**src/rtl/qawd_pkg.sv**
```systemverilog
package qawd_pkg;
  // Answers expected per window and the width of the answer counter.
  localparam int ANS_PER_WIN = 4;
  localparam int ANS_W       = $clog2(ANS_PER_WIN);
  // Fail counter geometry.
  localparam int FAIL_W      = 3;
  localparam int FAIL_INIT   = 5;
  localparam int DRV_LIMIT   = 5;
  // Number of sticky fault causes in the status word.
  localparam int NCAUSE      = 4;
  localparam int ST_W        = ANS_W + NCAUSE;

  // Per-cycle fault cause events; order matches status bits above the count.
  typedef struct packed {
    logic extra;
    logic order;
    logic value;
    logic timeout;
  } wd_cause_t;
endpackage

```
**src/rtl/qawd_answer_track.sv**
```systemverilog
module qawd_answer_track
  import qawd_pkg::*;
#(
  parameter int ANS_N = ANS_PER_WIN,
  localparam int CW   = $clog2(ANS_N)
) (
  input  logic          clk,
  input  logic          rst_n,
  input  logic          ans_wr,
  input  logic          ans_good,
  input  logic [CW-1:0] ans_seq,
  input  logic          win_tick,
  output logic [CW-1:0] ans_cnt,
  output logic          win_fault,
  output wd_cause_t     cause_evt
);
  logic [CW-1:0] cnt_q;
  logic          full_q;
  logic          bad_q;
  logic          take;
  logic          last;
  logic          full_eff;

  assign last = (cnt_q == CW'(ANS_N - 1));
  // An answer is taken into the count only while the window is not full.
  assign take = ans_wr && !full_q;

  always_comb begin
    cause_evt         = '0;
    cause_evt.extra   = ans_wr && full_q;
    cause_evt.value   = take && !ans_good;
    cause_evt.order   = take && (ans_seq != cnt_q);
    full_eff          = full_q || (take && last);
    cause_evt.timeout = win_tick && !full_eff;
  end

  // Window verdict, meaningful in the tick cycle; includes same-cycle events.
  assign win_fault = bad_q || cause_evt.value || cause_evt.order ||
                     cause_evt.extra || cause_evt.timeout;

  always_ff @(posedge clk) begin
    if (!rst_n) begin
      cnt_q  <= '0;
      full_q <= 1'b0;
      bad_q  <= 1'b0;
    end else if (win_tick) begin
      cnt_q  <= '0;
      full_q <= 1'b0;
      bad_q  <= 1'b0;
    end else if (take) begin
      cnt_q  <= last ? '0 : cnt_q + CW'(1);
      full_q <= last;
      bad_q  <= bad_q || cause_evt.value || cause_evt.order;
    end else if (cause_evt.extra) begin
      bad_q  <= 1'b1;
    end
  end

  assign ans_cnt = cnt_q;
endmodule

```
**src/rtl/qawd_fail_ctr.sv**
```systemverilog
module qawd_fail_ctr
  import qawd_pkg::*;
#(
  parameter int CNT_W = FAIL_W,
  parameter int INIT  = FAIL_INIT,
  parameter int LIMIT = DRV_LIMIT
) (
  input  logic             clk,
  input  logic             rst_n,
  input  logic             win_tick,
  input  logic             win_fault,
  input  logic             rst_en,
  output logic [CNT_W-1:0] fail_cnt,
  output logic             drv_en,
  output logic             fire,
  output logic             rst_pulse
);
  localparam logic [CNT_W-1:0] TOP  = {CNT_W{1'b1}};
  localparam logic [CNT_W-1:0] LOAD = CNT_W'(INIT);
  localparam logic [CNT_W-1:0] LIM  = CNT_W'(LIMIT);

  logic [CNT_W-1:0] cnt_q;
  logic             at_top;
  logic             at_floor;

  assign at_top   = (cnt_q == TOP);
  assign at_floor = (cnt_q == '0);
  // Escalation: a faulty window that would step past the top.
  assign fire     = win_tick && win_fault && at_top && rst_en;

  always_ff @(posedge clk) begin
    if (!rst_n) begin
      cnt_q     <= LOAD;
      rst_pulse <= 1'b0;
    end else begin
      rst_pulse <= fire;
      if (win_tick) begin
        if (win_fault) begin
          if (at_top) begin
            if (rst_en) cnt_q <= LOAD;
          end else begin
            cnt_q <= cnt_q + CNT_W'(1);
          end
        end else if (!at_floor) begin
          cnt_q <= cnt_q - CNT_W'(1);
        end
      end
    end
  end

  assign fail_cnt = cnt_q;
  assign drv_en   = (cnt_q < LIM);
endmodule

```
**src/rtl/qawd_status_reg.sv**
```systemverilog
module qawd_status_reg
  import qawd_pkg::*;
#(
  parameter int AW = ANS_W,
  parameter int NC = NCAUSE
) (
  input  logic             clk,
  input  logic             rst_n,
  input  logic [NC-1:0]    cause_set,
  input  logic             clr,
  input  logic             wipe,
  input  logic [AW-1:0]    ans_cnt,
  output logic [AW+NC-1:0] status
);
  logic [NC-1:0] flag_q;

  // One sticky bit per cause; reset pulse wipes, a new cause beats a clear.
  for (genvar k = 0; k < NC; k++) begin : g_flag
    always_ff @(posedge clk) begin
      if (!rst_n)            flag_q[k] <= 1'b0;
      else if (wipe)         flag_q[k] <= 1'b0;
      else if (cause_set[k]) flag_q[k] <= 1'b1;
      else if (clr)          flag_q[k] <= 1'b0;
    end
  end

  assign status = {flag_q, ans_cnt};
endmodule

```
**src/rtl/qawd_supervisor.sv**
```systemverilog
module qawd_supervisor
  import qawd_pkg::*;
(
  input  logic              clk,
  input  logic              rst_n,
  input  logic              ans_wr,
  input  logic              ans_good,
  input  logic [ANS_W-1:0]  ans_seq,
  input  logic              win_tick,
  input  logic              rst_en,
  input  logic              status_clr,
  output logic [ST_W-1:0]   status,
  output logic [FAIL_W-1:0] fail_cnt,
  output logic              drv_en,
  output logic              rst_pulse
);
  logic [ANS_W-1:0] ans_cnt;
  logic             win_fault;
  wd_cause_t        cause_evt;
  logic             fire;

  qawd_answer_track #(.ANS_N(ANS_PER_WIN)) u_track (
    .clk       (clk),
    .rst_n     (rst_n),
    .ans_wr    (ans_wr),
    .ans_good  (ans_good),
    .ans_seq   (ans_seq),
    .win_tick  (win_tick),
    .ans_cnt   (ans_cnt),
    .win_fault (win_fault),
    .cause_evt (cause_evt)
  );

  qawd_fail_ctr #(.CNT_W(FAIL_W), .INIT(FAIL_INIT), .LIMIT(DRV_LIMIT)) u_fail (
    .clk       (clk),
    .rst_n     (rst_n),
    .win_tick  (win_tick),
    .win_fault (win_fault),
    .rst_en    (rst_en),
    .fail_cnt  (fail_cnt),
    .drv_en    (drv_en),
    .fire      (fire),
    .rst_pulse (rst_pulse)
  );

  qawd_status_reg #(.AW(ANS_W), .NC(NCAUSE)) u_stat (
    .clk       (clk),
    .rst_n     (rst_n),
    .cause_set (cause_evt),
    .clr       (status_clr),
    .wipe      (fire),
    .ans_cnt   (ans_cnt),
    .status    (status)
  );
endmodule

```
**config.mk**
```make
export PLATFORM = sky130hd
export DESIGN_NAME = qawd_supervisor
export DESIGN_NICKNAME = d
export VERILOG_FILES = /design/src/rtl/qawd_pkg.sv /design/src/rtl/qawd_answer_track.sv /design/src/rtl/qawd_fail_ctr.sv /design/src/rtl/qawd_status_reg.sv /design/src/rtl/qawd_supervisor.sv
export SDC_FILE = /design/constraint.sdc
export NUM_CORES = 1
export LEC_CHECK = 0
export BUFFER_PORTS_ARGS = -buffer_cell sky130_fd_sc_hd__buf_4
export CAP_MARGIN = 20
export CORE_MARGIN = 2
export CORE_UTILIZATION = 44
export CTS_CLUSTER_DIAMETER = 40
export DETAILED_ROUTE_END_ITERATION = 12
export PLACE_DENSITY = 0.82
export SETUP_SLACK_MARGIN = 0.02
export SLEW_MARGIN = 20
export SYNTH_ARGS = -nofsm -noshare
export SYNTH_HDL_FRONTEND = slang
export SYNTH_SLANG_ARGS = --single-unit
```
**constraint.sdc**
```tcl
create_clock -name clk -period 1.4 [get_ports clk]
set_input_delay 0.07 -clock clk [delete_from_list [all_inputs] [get_ports clk]]
set_output_delay 0.07 -clock clk [all_outputs]
set_load 0.01 [all_outputs]
```
==> results of run 1 <==
==> registers in the layout, summed over array words and instances, names as in the netlist <==
register and count:
u_track.bad_q 1, u_track.full_q 1, u_fail.rst_pulse 1, u_stat.status 4, u_track.ans_cnt 2, u_fail.fail_cnt 3
==> through the flow <==
step / instance area, sq um / power (W) / instances / hold WS (ns)
after floorplan: 701 / 0.000524 / 79 / 0.220
after global placement: 886 / 0.000608 / 116 / 0.371
after detailed placement: 886 / 0.000613 / 116 / 0.372
after CTS: 923 / 0.000893 / 120 / 0.0760
after global routing: 981 / 0.000943 / 121 / 0.100
final: 981 / 0.000899 / 121 / 0.0721
==> worst min-delay path by stage <==
| stage | end | from | slack (ns) |
|---|---|---|---|
| floorplan | u_track.full_q$_SDFFE_PP0P_ | ans_wr | 0.22 |
| global placement | u_stat.status[3]$_SDFFE_PP0P_ | rst_n | 0.37 |
| detailed placement | u_stat.status[3]$_SDFFE_PP0P_ | rst_n | 0.37 |
| CTS | u_stat.status[3]$_SDFFE_PP0P_ | rst_n | 0.08 |
| global route | u_stat.status[3]$_SDFFE_PP0P_ | rst_n | 0.1 |
| finish | u_stat.status[3]$_SDFFE_PP0P_ | rst_n | 0.07 |
==> power by group <==
part           total [W]  internal (W)  switching, W
logic           0.000226      0.000116      0.000110
clock network   0.000286      0.000158      0.000128
registers       0.000386      0.000362     0.0000246
total           0.000899      0.000636      0.000263
==> final cells by class <==
cell class	count	area [sq um]	area share (%)
inverter	5	18.8	1.91
sequential	12	253	25.8
timing repair buffer	24	180	18.4
tap	16	20.0	2.04
clock buffer	4	36.3	3.70
multi-input combinational	60	473	48.2
==> cell families after synthesis <==
kind of cell / count (synthesis) / share of synthesized area [%]
adder cells (fa/ha/maj): 4 / 7.21
buffers and inverters: 7 / 3.78
AO/OA/AOI/OAI: 17 / 18.6
AND/OR/NAND/NOR: 31 / 24.5
flip-flops: 12 / 34.6
multiplexers: 6 / 8.83
XOR/XNOR: 2 / 2.52
==> critical path: cells and delay by family, from the launching register on <==
kind,cells,cell delay (ns)
flip-flops,1,0.37
AO/OA/AOI/OAI,3,0.51
adder cells (fa/ha/maj),1,0.17
buffers and inverters,1,0.17
AND/OR/NAND/NOR,1,0.11
==> Yosys cell counts, drive strengths merged, types with 2 or more instances <==
cell     n
dfxtp   12
nor2     7
nand2    6
a21oi    5
inv      5
mux2i    5
ha       4
a22oi    3
and3     3
nand2b   3
nand3    3
nor3b    3
o21a     3
o21ai    3
clkbuf   2
nand3b   2
nor3     2
xor2     2
==> timing repair <==
action                                  CTS  global route
endpoints found under the setup margin    4             8
buffers inserted                          0             1
gates resized for setup                   1            10
pin swaps                                 1             6
==> layer usage <==
metal | track usage [%] | part of all wire, % | vias to the layer above
li1 | - | - | 329
met1 | 22.4 | 47 | 297
met2 | 27.1 | 47 | 15
met3 | 5.00 | 4.6 | 3
met4 | 9.70 | 1.4 | 0
met5 | 0 | 0 | -
==> cell usage in the layout, fill, tap and decap left out, drive strengths merged <==
| cell | n |
|---|---|
| a311oi | 1 |
| a22o | 1 |
| o21a | 3 |
| nand3b | 2 |
| ha | 4 |
| nor2 | 7 |
| nand2 | 6 |
| xor2 | 2 |
| nor3b | 3 |
| and2b | 1 |
| mux2i | 5 |
| clkbuf | 4 |
| nand3 | 3 |
| and3 | 3 |
| o21ai | 3 |
| buf | 24 |
| inv | 5 |
| and2 | 1 |
| a21o | 1 |
| dfxtp | 12 |
| nor3 | 2 |
| nand2b | 3 |
| mux2 | 1 |
| a22oi | 3 |
| a21oi | 5 |
==> impl_metrics.json, run 1 <==
{
  "status": "finished clean",
  "drv_cap": 0,
  "cts_sinks": 12,
  "drt_wl_total_microns": 1520,
  "synth-async-reset-ratio_pct": 0,
  "critPathRequiredTime_ns": 1.63,
  "fmaxAchievable_mhz": 725,
  "die-area_sq_um": 1910,
  "synthTopCellsByArea": "dfxtp_1 (35%), ha_1 (7.2%), mux2i_1 (7.2%)",
  "fin_crit_ns": 1.38,
  "synth_top_cell_by_area": "dfxtp_1",
  "setup_violations": 0,
  "dr.pass1.iters": 6,
  "syn2layout_area_growth_pct": 41.3,
  "core_area_sq_um": 1490,
  "clockBufferDepth": 2,
  "grt_usage_pct": 17.7,
  "grt_pass1_vias": 621,
  "tightest_slew_ns": 0.257,
  "reg2reg_slack_ns": 0.02,
  "synth_flop_cell": "dfxtp_1",
  "insertion_delay_ns": 0.28,
  "grt_overflow": 0,
  "yosysUniqueCellTypes": 28,
  "r2r_end": "u_fail.rst_pulse$_SDFF_PN0_",
  "maxSlewViolCount": 0,
  "io_buffers": 19,
  "yosysTopAreaCellShare_pct": 34.6,
  "tns_ns": 0,
  "synth_warnings": 0,
  "synth_cells": 79,
  "syn_nets": 92,
  "cts_tree": "done",
  "rows": 14,
  "clk_pin_slew_ns": 0.08,
  "ant_nets": 0,
  "die_h_microns": 43.7,
  "antenna_found_initial": 0,
  "place.gp.congestion": 0.822,
  "cp.arrival_ns": 1.61,
  "crit_path_start_kind": "flop",
  "crit_end": "u_fail.rst_pulse$_SDFF_PN0_",
  "grt_max_degree": 14,
  "cts_hold_buf": 0,
  "slowest_stage": "dfxtp_4",
  "root_buffer": "clkbuf_4",
  "fin_util_pct": 65.9,
  "htree_levels": 1,
  "drc": 0,
  "crit_start": "u_track.ans_cnt[1]$_SDFFE_PP0P_",
  "skew_ns": 0.00261,
  "max_stage_delay_ns": 0.37,
  "vias": 644,
  "slew_headroom_pct": 82.9,
  "io_pins": 20,
  "crit_path_cell_trace": "ha_4 -> a21oi_4 -> a22oi_2 -> a311oi_2 -> buf_4 -> and2_1",
  "post-route-period-util_pct": 98.5,
  "dpl.hpwl_microns": 1150,
  "rsz0062_at_grt": "yes",
  "worstSetupEndpointType": "flop",
  "cts_buffers": 3,
  "nets": 119,
  "p_per_area_nw_per_um2": 917,
  "critPathMaxFanout": 5,
  "via_per_inst": 5.32,
  "worstHoldPathCells": 3,
  "ff2ff_path_depth": 6,
  "finalHoldViolCount": 0,
  "synth_sequential_area_ratio_pct": 34.6,
  "dp_slack_ns": 0.0135,
  "syn_avg_cell_area_sq_um": 8.79,
  "initial_utilization_pct": 46.6,
  "p_leak_nw": 0.460,
  "setup_ws_ns": 0.0205,
  "grt_pass1_wl_microns": 2510,
  "syn_area_sq_um": 694,
  "avgRoutedWirePerCell_microns": 12.6,
  "r2r-start": "u_track.ans_cnt[1]$_SDFFE_PP0P_",
  "synth_edf_count": 0,
  "antenna_cells": 0,
  "hold_class": "input pin to flop",
  "ys_seq_elements": 12,
  "drive_above_1_share_pct": 41.9,
  "fillers": 117,
  "drt-initial-drc-count": 8,
  "crit_type": "flop to flop",
  "vdd_drop_max_v": 0.000556,
  "die_w_microns": 43.7
}
Note: power is estimated with default switching activity, not from simulation.
==> inputs of run 2 (changes only) <==
--- a/config.mk
+++ b/config.mk
@@ -8,10 +8,12 @@
 export BUFFER_PORTS_ARGS = -buffer_cell sky130_fd_sc_hd__buf_4
 export CAP_MARGIN = 20
 export CORE_MARGIN = 2
-export CORE_UTILIZATION = 44
+export CORE_UTILIZATION = 47
+export CTS_BUF_LIST = sky130_fd_sc_hd__clkbuf_2 sky130_fd_sc_hd__clkbuf_4 sky130_fd_sc_hd__clkbuf_8
 export CTS_CLUSTER_DIAMETER = 40
 export DETAILED_ROUTE_END_ITERATION = 12
-export PLACE_DENSITY = 0.82
+export HOLD_SLACK_MARGIN = 0.12
+export PLACE_DENSITY = 0.88
 export SETUP_SLACK_MARGIN = 0.02
 export SLEW_MARGIN = 20
 export SYNTH_ARGS = -nofsm -noshare
==> impl_metrics.json, run 2 (synthesized netlist as in run 1, its figures left out) <==
{
  "crit_path_cell_trace": "buf_4 -> xor2_2 -> o21ai_2 -> nand3_4 -> buf_6 -> mux2i_2",
  "avgRoutedWirePerCell_microns": 13.9,
  "rows": 13,
  "drt-initial-drc-count": 7,
  "slew_headroom_pct": 79.4,
  "syn2layout_area_growth_pct": 44.3,
  "ff2ff_path_depth": 6,
  "setup_violations": 1,
  "r2r-start": "u_track.ans_cnt[0]$_SDFFE_PP0P_",
  "fin_crit_ns": 1.41,
  "crit_family": "flip-flops",
  "p_leak_nw": 0.463,
  "die-area_sq_um": 1800,
  "use_met1_pct": 21.9,
  "place_area_sq_um": 870,
  "max_stage_delay_ns": 0.36,
  "drc": 0,
  "cts_tree": "done",
  "crit_type": "flop to flop",
  "crit_start": "u_track.ans_cnt[0]$_SDFFE_PP0P_",
  "drv_cap": 0,
  "critPathRequiredTime_ns": 1.54,
  "dpl.hpwl_microns": 1110,
  "p_per_area_nw_per_um2": 841,
  "setup_ws_ns": -0.00728,
  "drt_wl_total_microns": 1690,
  "finalHoldViolCount": 0,
  "use_met3_pct": 6.03,
  "grt_pass1_vias": 588,
  "fmaxAchievable_mhz": 711,
  "hp-start": "ans_wr",
  "grt_usage_pct": 18.3,
  "ant_nets": 0,
  "rsz0062_at_grt": "yes",
  "clk_pin_slew_ns": 0.07,
  "cp.arrival_ns": 1.55,
  "antenna_cells": 0,
  "die_w_microns": 42.4,
  "path_depth": 6,
  "initial_utilization_pct": 52.1,
  "tightest_slew_ns": 0.309,
  "insertion_delay_ns": 0.27,
  "post-route-period-util_pct": 101,
  "nets": 121,
  "cts_buffers": 3,
  "skew_ns": 0.0128,
  "io_buffers": 19,
  "final_area_sq_um": 1000,
  "io_pins": 20,
  "core_area_sq_um": 1330,
  "worstSetupEndpointType": "flop",
  "grt_pass1_wl_microns": 2480,
  "final_cell_mix": "buf_4 (23), dfxtp_1 (8), nor2_1 (7)",
  "critPathMaxFanout": 4,
  "crit_path_start_kind": "flop",
  "die_h_microns": 42.4,
  "violations": "negative setup slack",
  "layout_commonest_cell": "buf_4",
  "place.gp.congestion": 0.779,
  "clockBufferDepth": 2,
  "grt_max_degree": 14,
  "largest_reg_flops": 4,
  "dr.pass1.iters": 3,
  "root_buffer": "clkbuf_4",
  "globalRouteMet2Util_pct": 30.5,
  "vias": 644,
  "hold_class": "input pin to flop",
  "worstHoldPathCells": 3,
  "vdd_drop_max_v": 0.000808,
  "slowest_stage": "dfxtp_4",
  "cts_sinks": 12,
  "via_per_inst": 5.32,
  "grt_overflow": 0,
  "drive_above_1_share_pct": 40.6,
  "htree_levels": 1,
  "crit_buf_inv": 2,
  "dp_slack_ns": 0.00741,
  "gr-max-usage-layer": "met2",
  "antenna_found_initial": 0,
  "status": "complete, but fails checks",
  "maxSlewViolCount": 0
}
-- run 2: report_power, final --
group          switching [W]  internal (W)  total [W]
logic               0.000123      0.000131   0.000254
clock network       0.000103     0.0000993   0.000203
registers          0.0000245      0.000362   0.000386
total               0.000251      0.000592   0.000842
-- run 2: path summary, 6_finish.rpt --
kind | end | slack [ns]
worst min register to register | u_track.bad_q$_SDFFE_PP0P_ | 0.52
worst max-delay path | u_fail.fail_cnt[1]$_SDFFE_PN0P_ | -0.007
worst min-delay path | u_stat.status[5]$_SDFFE_PP0P_ | 0.20
worst max register to register | u_fail.fail_cnt[1]$_SDFFE_PN0P_ | -0.007
-- run 2: tightest hold or removal path: cells and delay by family --
| family | cells | cell delay (ns) |
|---|---|---|
| AOI/OAI and AO/OA | 1 | 0.14 |
| buffers and inverters | 1 | 0.14 |
| and+or+nand+nor | 1 | 0.08 |
-- run 2: area by class of cell --
cell class	instances	area [sq um]
multi-input combinational	60	488
fill	92	332
timing repair buffer	26	204
sequential	12	250
clock buffer	3	22.5
inverter	5	18.8
tap	15	18.8
-- run 2: what timing repair did --
action / in CTS / in global routing
hold endpoints to repair: 3 / 0
pin swaps: 6 / 4
hold buffers: 2 / 0
endpoints found under the setup margin: 4 / 8
buffers inserted: 2 / 1
gates resized for setup: 4 / 8
-- run 2: per-layer routing --
layer,up-vias,wire (microns)
met5,-,0
met4,0,12
met3,2,49
met2,11,861
met1,299,763
li1,332,-
-- run 2: metrics by stage --
stage                TNS, ns  power [W]  util, %  hold slack, ns  std cells
floorplan                  0   0.000524        -           0.220         79
global placement           0   0.000603     65.2           0.366        113
detailed placement         0   0.000609     65.2           0.373        113
CTS                        0   0.000819     71.6           0.180        120
global route          -0.314   0.000893     75.1           0.221        121
finish              -0.00728   0.000842     75.1           0.200        121
